### config.mk
export PLATFORM = sky130hd
export DESIGN_NAME = hfsm_hist_top
export DESIGN_NICKNAME = d
export VERILOG_FILES = /design/src/rtl/hfsm_pkg.sv /design/src/rtl/hfsm_evt_reg.sv /design/src/rtl/hfsm_history.sv /design/src/rtl/hfsm_oh_dec.sv /design/src/rtl/hfsm_hist_top.sv
export SDC_FILE = /design/constraint.sdc
export NUM_CORES = 1
export LEC_CHECK = 0
export ABC_AREA = 1
export BUFFER_PORTS_ARGS = -buffer_cell sky130_fd_sc_hd__buf_2
export CORE_UTILIZATION = 25
export CTS_BUF_LIST = sky130_fd_sc_hd__clkbuf_4
export CTS_CLUSTER_DIAMETER = 40
export CTS_CLUSTER_SIZE = 10
export DETAILED_ROUTE_END_ITERATION = 7
export HOLD_SLACK_MARGIN = 0.03
export SLEW_MARGIN = 20
export SYNTH_ARGS = -nofsm -noshare
export SYNTH_HDL_FRONTEND = slang
export SYNTH_SLANG_ARGS = --single-unit
export TNS_END_PERCENT = 20
### constraint.sdc
create_clock -name clk_i -period 1.34 [get_ports clk_i]
set_input_delay 0.134 -clock clk_i [delete_from_list [all_inputs] [get_ports clk_i]]
set_output_delay 0.134 -clock clk_i [all_outputs]
set_load 0.1 [all_outputs]
### src/rtl/hfsm_pkg.sv
package hfsm_pkg;
  typedef enum logic {TOP_Z = 1'b0, TOP_S = 1'b1} top_e;
  typedef struct packed {
    logic exc;
    logic ret;
    logic adv;
  } evt_t;
endpackage

### src/rtl/hfsm_evt_reg.sv
module hfsm_evt_reg
  import hfsm_pkg::*;
(
  input  logic clk_i,
  input  logic rst_ni,
  input  evt_t evt_i,
  output evt_t evt_o
);
  // always enabled: an event lives for one step only
  always_ff @(posedge clk_i or negedge rst_ni) begin
    if (!rst_ni) evt_o <= '0;
    else         evt_o <= evt_i;
  end
endmodule

### src/rtl/hfsm_history.sv
module hfsm_history #(
  parameter int NUM_SUB = 5,
  parameter int DEF_SUB = 0,
  localparam int SW = (NUM_SUB > 1) ? $clog2(NUM_SUB) : 1
) (
  input  logic          clk_i,
  input  logic          rst_ni,
  input  logic          leave_i,
  input  logic [SW-1:0] cur_sub_i,
  output logic [SW-1:0] entry_sub_o,
  output logic          seen_o
);
  logic [SW-1:0] hist_q, hist_d;
  logic          seen_q, seen_d;

  always_comb begin
    hist_d = hist_q;
    seen_d = seen_q;
    if (leave_i) begin
      hist_d = cur_sub_i;
      seen_d = 1'b1;
    end
  end

  always_ff @(posedge clk_i or negedge rst_ni) begin
    if (!rst_ni) begin
      hist_q <= SW'(DEF_SUB);
      seen_q <= 1'b0;
    end else begin
      hist_q <= hist_d;
      seen_q <= seen_d;
    end
  end

  assign entry_sub_o = seen_q ? hist_q : SW'(DEF_SUB);
  assign seen_o      = seen_q;
endmodule

### src/rtl/hfsm_oh_dec.sv
module hfsm_oh_dec #(
  parameter int NUM_SUB = 5,
  localparam int SW = (NUM_SUB > 1) ? $clog2(NUM_SUB) : 1
) (
  input  logic               en_i,
  input  logic [SW-1:0]      idx_i,
  output logic [NUM_SUB-1:0] oh_o
);
  for (genvar g = 0; g < NUM_SUB; g++) begin : g_bit
    assign oh_o[g] = en_i && (idx_i == SW'(g));
  end
endmodule

### src/rtl/hfsm_hist_top.sv
module hfsm_hist_top
  import hfsm_pkg::*;
#(
  parameter int NUM_SUB = 5,
  parameter int DEF_SUB = 0
) (
  input  logic               clk_i,
  input  logic               rst_ni,
  input  logic               exc_i,
  input  logic               ret_i,
  input  logic               adv_i,
  output logic [NUM_SUB-1:0] sub_oh_o,
  output logic               in_s_o,
  output logic               in_z_o
);
  localparam int SW = (NUM_SUB > 1) ? $clog2(NUM_SUB) : 1;
  localparam logic [SW-1:0] LAST = SW'(NUM_SUB - 1);

  evt_t          evt_in, evt_q;
  top_e          top_q, top_d;
  logic [SW-1:0] sub_q, sub_d, entry_sub, ring_nxt;
  logic          leave, seen;

  assign evt_in = '{exc: exc_i, ret: ret_i, adv: adv_i};

  hfsm_evt_reg u_evt (
    .clk_i (clk_i),
    .rst_ni(rst_ni),
    .evt_i (evt_in),
    .evt_o (evt_q)
  );

  assign ring_nxt = (sub_q == LAST) ? '0 : sub_q + SW'(1);

  // phase 2: compute all next values; phase 3 is the shared clock edge
  always_comb begin
    top_d = top_q;
    sub_d = sub_q;
    leave = 1'b0;
    unique case (top_q)
      TOP_Z: if (evt_q.ret) begin
        top_d = TOP_S;
        sub_d = entry_sub;
      end
      TOP_S: if (evt_q.exc) begin
        top_d = TOP_Z;
        leave = 1'b1;
      end else if (evt_q.adv) begin
        sub_d = ring_nxt;
      end
      default: ;
    endcase
  end

  always_ff @(posedge clk_i or negedge rst_ni) begin
    if (!rst_ni) begin
      top_q <= TOP_Z;
      sub_q <= SW'(DEF_SUB);
    end else begin
      top_q <= top_d;
      sub_q <= sub_d;
    end
  end

  hfsm_history #(.NUM_SUB(NUM_SUB), .DEF_SUB(DEF_SUB)) u_hist (
    .clk_i      (clk_i),
    .rst_ni     (rst_ni),
    .leave_i    (leave),
    .cur_sub_i  (sub_q),
    .entry_sub_o(entry_sub),
    .seen_o     (seen)
  );

  assign in_s_o = (top_q == TOP_S);
  assign in_z_o = (top_q == TOP_Z);

  hfsm_oh_dec #(.NUM_SUB(NUM_SUB)) u_dec (
    .en_i (in_s_o),
    .idx_i(sub_q),
    .oh_o (sub_oh_o)
  );
endmodule

==> flow_metrics.tcl, run 1 <==
set metrics [dict create \
    outcome "finished with violations" \
    failed_checks "negative setup slack" \
    wl_um 1230 \
    powerDensity_mw_per_mm2 2110 \
    cts_buffer_depth 2 \
    p_leak_nw 0.469 \
    clkLatencyLatePin_ns 0.27 \
    fin_skew_ns 0.00172 \
    synth_cell_types 14 \
    min_period_over_period 1.12 \
    finalMaxSlewViolations 0 \
    clkTransAtPathRegs_ns 0.07 \
    grt_max_degree 12 \
    grt_pass1_vias 508 \
    syn_nets 79 \
    root_buffer "clkbuf_4" \
    post_drt_wl_per_cell_um 10.3 \
    drv_cap 0 \
    chipWidth_um 50.7 \
    die_area_mm2 0.00257 \
    hpwl_um 828 \
    grt_pass1_wl_um 2040 \
    pin_count 12 \
    drt-initial-drc-count 5 \
    setup_ws_ns -0.166 \
    rr_worst_depth 7 \
    dr_total_vias 495 \
    grtUsageMet1 0.113 \
    synth_cells 69 \
    synthTopCellsByArea "dfrtp_1 47%, nand2_1 13%, ha_1 11%" \
    antenna_found_initial 0 \
    dp_cells 109 \
    r2r-start "sub_q[1]$_DFFE_PN0P_" \
    setup_viol 5 \
    period_needed_ns 1.51 \
    synth_edf_count 0 \
    insertedDiodeCount 0 \
    cp-start-kind "flip-flop" \
    drive_gt1_frac 0.462 \
    dp_slack_ns 0.0640 \
    r2r_slack_ns 0.11 \
    worstPathRequired_ns 1.21 \
    cts_buffers 3 \
    gp_congestion 0.825 \
    cts.sink_count 11 \
    nFillCells 225 \
    start_util 0.268 \
    grt_busiest_layer "met2" \
    tightestPinTransition_ns 0.297 \
    die_height_um 50.7 \
    hp-class "primary input to async pin" \
    synth_seq_cells 11 \
    met2_usage 0.198 \
    syn_avg_cell_area_um2 8.58 \
    coreArea_mm2 0.00221 \
    drcViolationCount 0 \
    gr-total-overflow 0 \
    yosys_warnings 0 \
    r2r_end "sub_q[2]$_DFFE_PN0P_" \
    critical_path.max_fanout 3 \
    crit_type "flip-flop to output pin" \
    slew_headroom 0.802 \
    num_rows 17 \
    num-nets-final 102 \
    synth_top_cell_by_area "dfrtp_1" \
    syn_area_um2 592 \
    synth_common_cells "21 x nand2_1, 12 x inv_1, 11 x dfrtp_1, 6 x nand3_1, 5 x ha_1" \
    endpoint_kind "output pin" \
    port_buffers 11 \
    cts_max_level 1 \
    fmax_ghz 0.664 \
    synthToLayoutAreaGrowth_pct 66.6 \
    yosysTopAreaCellShare 0.465 \
    cp.arrival_ns 1.37 \
    seq_area_frac_synth 0.465 \
    finalHoldViolations 0 \
    vdd_drop_max_v 0.00114 \
    track_usage 0.110 \
    finalNonFillerCells 119 \
    dr.pass1.iters 4 \
    ant_nets 0 \
    cts_tree "yes" \
    viasPerCell 4.16 \
    synthArstFlopShare 1.00 \
    grt.met3_usage 0.0273 \
    yosysMostFrequentCell "nand2_1" \
    rsz0062_at_grt "yes" \
    synthFlopType "dfrtp_1" \
]
[report_power, final]
group,internal (mW),switching [mW],leakage (nW),total (mW)
clock network,0.136,0.119,0.0184,0.254
logic,0.507,0.792,0.318,1.30
registers,0.422,0.106,0.132,0.528
total,1.06,1.02,0.469,2.08
[worst max-delay path: stages (launching register included)]
cell	delay, ns
dfrtp_1	0.41
ha_2	0.21
ha_4	0.16
nand2_4	0.05
clkinvlp_4	0.09
buf_12	0.17
[registers in the layout, indices dropped and copies added, names as in the netlist]
register and flops:
u_hist.seen_o 1, sub_q 3, u_evt.evt_o 3, in_s_o 1, u_hist.hist_q 3
[area by class of cell]
cell class              count  area, um2  share of cell area
clock buffers               4       30.0              0.0305
flip-flops and latches     11        279               0.283
multi-input cells          43        344               0.349
well taps                  28       35.0              0.0355
inverters                  14       63.8              0.0647
repair buffers             19        234               0.237
[cell usage in the layout, fill, tap and decap left out, drive strengths merged]
cell type / n
nand2: 23
clkinvlp: 1
dlygate4sd3: 4
inv: 13
dfrtp: 11
buf: 15
nand3: 6
clkbuf: 4
o21ai: 4
nor2: 5
ha: 5
[what timing repair did]
item / 4_1_cts / 5_1_grt
endpoints found under the setup margin: 5 / 5
setup buffers: 2 / 0
hold endpoints to repair: 14 / 0
gates resized for setup: 9 / 6
hold buffers: 4 / 0
cloned: 0 / 0
pin swaps: 3 / 2
[metrics by stage]
| step | TNS, ns | power [mW] | hold WS (ns) | area, um2 | util |
|---|---|---|---|---|---|
| 6_report | -0.564 | 2.08 | 0.254 | 986 | 0.446 |
| 5_1_grt | -0.855 | 2.20 | 0.284 | 986 | 0.446 |
| 4_1_cts | -0.506 | 2.02 | 0.263 | 955 | 0.432 |
| 3_5_place_dp | 0 | 1.66 | 0.0172 | 847 | 0.383 |
| 3_3_place_gp | 0 | 1.65 | 0.0119 | 847 | 0.383 |
| 2_1_floorplan | -0.789 | 1.31 | -0.162 | 657 | - |
[worst max path at each step]
stage | start | end | slack (ns)
6_report | sub_q[1]$_DFFE_PN0P_ | sub_oh_o[3] | -0.17
5_1_grt | sub_q[1]$_DFFE_PN0P_ | sub_oh_o[3] | -0.22
4_1_cts | sub_q[0]$_DFFE_PN0P_ | sub_oh_o[3] | -0.16
3_5_place_dp | sub_q[0]$_DFFE_PN0P_ | sub_oh_o[3] | 0.06
3_3_place_gp | sub_q[1]$_DFFE_PN0P_ | sub_oh_o[4] | 0.06
2_1_floorplan | in_s_o$_DFF_PN0_ | sub_oh_o[4] | -0.18
[metal layers]
layer  share of wire  vias to the layer above
li1                -                      250
met1            0.42                      233
met2            0.53                        8
met3           0.029                        4
met4           0.025                        0
met5               0                        -
[cell families (layout without fill, tap and decap cells)]
logic type,Yosys count,after routing,synth area share
fa+ha+maj,5,5,0.106
compound gates,4,4,0.0402
flops,11,11,0.465
buf+inv,15,37,0.116
simple gates,34,34,0.273
Power figures use the tool's default switching activity.
==> inputs of run 2 (changes only) <==
CAP_MARGIN = 20   (was default)
SYNTH_HIERARCHICAL = 1   (was default)
==> flow_metrics.tcl, run 2 <==
set metrics [dict create \
    post_drt_wl_per_cell_um 8.55 \
    die_area_mm2 0.00250 \
    slowest_stage "dfrtp_4" \
    antenna_found_initial 0 \
    synthFlopType "dfrtp_1" \
    powerDensity_mw_per_mm2 2050 \
    crit_buf_inv 1 \
    chipWidth_um 50.0 \
    num-nets-final 113 \
    grt_pass1_vias 442 \
    dp_slack_ns 0.107 \
    synth_seq_cells 11 \
    yosysMostFrequentCell "nand2_1" \
    synthToLayoutAreaGrowth_pct 64.6 \
    worstPathRequired_ns 1.21 \
    synth_common_cells "34 x nand2_1, 13 x inv_1, 11 x dfrtp_1, 8 x nor2_1" \
    wl_um 1140 \
    pin_count 12 \
    nFillCells 216 \
    gr-total-overflow 0 \
    fin_skew_ns 0.00293 \
    gp_congestion 0.734 \
    largestRegisters "sub_q: 3 flops, u_evt/evt_o: 3 flops, u_hist/hist_q: 3 flops" \
    path_cells "nand2_8 > nor2_4 > buf_12" \
    finalMaxSlewViolations 0 \
    setup_ws_ns 0.0202 \
    yosys_warnings 6 \
    synth_cell_types 11 \
    drt-initial-drc-count 2 \
    slew_headroom 0.835 \
    insertedDiodeCount 0 \
    critical_path.max_fanout 6 \
    cp.arrival_ns 1.19 \
    clkTransAtPathRegs_ns 0.07 \
    root_buffer "clkbuf_4" \
    fin_hold_ws_ns 0.252 \
    cp-start-kind "flip-flop" \
    p_leak_nw 0.483 \
    hpwl_um 852 \
    syn_avg_cell_area_um2 7.12 \
    crit_type "flip-flop to output pin" \
    start_util 0.263 \
    critPathTopFamily "flip-flops" \
    drv_cap 0 \
    tightestPinTransition_ns 0.248 \
    syn_area_um2 577 \
    port_buffers 11 \
    clkLatencyLatePin_ns 0.27 \
    grt_pass1_wl_um 1950 \
    synthTopCellsByArea "dfrtp_1 48%, nand2_1 22%, inv_1 8.5%" \
    syn_nets 88 \
    dr_total_vias 518 \
    track_usage 0.108 \
    seq_area_frac_synth 0.477 \
    cts.sink_count 11 \
    coreArea_mm2 0.00219 \
    cts_buffer_depth 2 \
    dr.pass1.iters 5 \
    ant_nets 0 \
    yosysTopAreaCellShare 0.477 \
    synthArstFlopShare 1.00 \
    period_needed_ns 1.32 \
    max_stage_delay_ns 0.51 \
    setup_viol 0 \
    min_period_over_period 0.985 \
    die_height_um 50.0 \
    drive_gt1_frac 0.400 \
    cts_buffers 3 \
    r2r_slack_ns 0.10 \
    cts_max_level 1 \
    synth_edf_count 0 \
    final_cell_mix "32 x nand2_1, 11 x inv_1, 7 x buf_12, 7 x dfrtp_1" \
    hp-class "primary input to async pin" \
    drcViolationCount 0 \
    endpoint_kind "output pin" \
    vdd_drop_max_v 0.00106 \
    finalHoldViolations 0 \
    outcome "complete, no violations" \
    viasPerCell 3.89 \
    synth_cells 81 \
    fmax_ghz 0.758 \
    grt_max_degree 12 \
    rsz0062_at_grt "yes" \
    mostFrequentLayoutCell "nand2_1" \
    synth_top_cell_by_area "dfrtp_1" \
    cts_tree "yes" \
    num_rows 17 \
]
-- run 2: stage by stage --
stage | TNS, ns | area (um2) | utilization | total power [mW] | cells
after floorplan | -0.533 | 637 | - | 1.28 | 81
after global placement | 0 | 832 | 0.380 | 1.55 | 120
after detailed placement | 0 | 832 | 0.380 | 1.57 | 120
after CTS | -0.0101 | 916 | 0.418 | 1.87 | 129
after global routing | -0.100 | 950 | 0.433 | 2.09 | 133
final | 0 | 950 | 0.433 | 1.95 | 133
-- run 2: worst paths after layout --
| path | from | end | cells after the start |
|---|---|---|---|
| worst min-delay path | rst_ni | u_hist/hist_q[1]$_DFFE_PN0P_ | 2 |
| worst max-delay path | in_s_o$_DFF_PN0_ | sub_oh_o[1] | 3 |
| max in group asynchronous | rst_ni | in_s_o$_DFF_PN0_ | 2 |
| worst min register to register | u_hist/hist_q[2]$_DFFE_PN0P_ | u_hist/hist_q[2]$_DFFE_PN0P_ | 2 |
| worst max register to register | sub_q[0]$_DFFE_PN0P_ | sub_q[2]$_DFFE_PN0P_ | 8 |
| min in group clk_i | u_hist/hist_q[2]$_DFFE_PN0P_ | u_hist/hist_q[2]$_DFFE_PN0P_ | 2 |
-- run 2: cell type report --
cell class	instances	area (um2)	share of cell area
clock buffers	4	30.0	0.0316
inverters	17	68.8	0.0725
multi-input cells	53	294	0.310
repair buffers	20	239	0.252
flip-flops and latches	11	283	0.298
well taps	28	35.0	0.0369
-- run 2: kinds of logic (layout without fill, tap and decap cells) --
| group | Yosys count | after routing | share of synthesized area |
|---|---|---|---|
| AND/OR/NAND/NOR | 49 | 49 | 0.345 |
| buffers and inverters | 17 | 41 | 0.111 |
| AO/OA/AOI/OAI | 2 | 2 | 0.0239 |
| adder cells (fa/ha/maj) | 2 | 2 | 0.0434 |
| flip-flops | 11 | 11 | 0.477 |
-- run 2: power breakdown --
group,switching [mW],leakage (nW),internal (mW)
clock,0.109,0.0184,0.135
sequential,0.109,0.127,0.436
combinational,0.716,0.338,0.443
total,0.934,0.483,1.02
-- run 2: worst reg2reg max path: stages, from the launching register on --
cell and delay, ns:
dfrtp_2 0.40, buf_4 0.14, inv_1 0.04, ha_1 0.18
nand2_1 0.08, nand2_1 0.07, nor2_1 0.14, nor2_1 0.06
nor2_1 0.08
-- run 2: per-layer routing --
metal	global-route usage	share of wire	vias to the layer above	wire length [um]
met5	0	0	-	0
met4	0.0714	0	0	0
met3	0.0309	0.040	0	45
met2	0.171	0.51	16	585
met1	0.125	0.45	218	507
li1	-	-	284	-
-- run 2: what timing repair did --
item	in CTS	in global routing
gates resized for setup	5	3
pin swaps	0	2
hold buffers	4	0
endpoints found under the hold margin	14	0
gates cloned	0	0
setup endpoints to repair	5	5
setup buffers	1	4
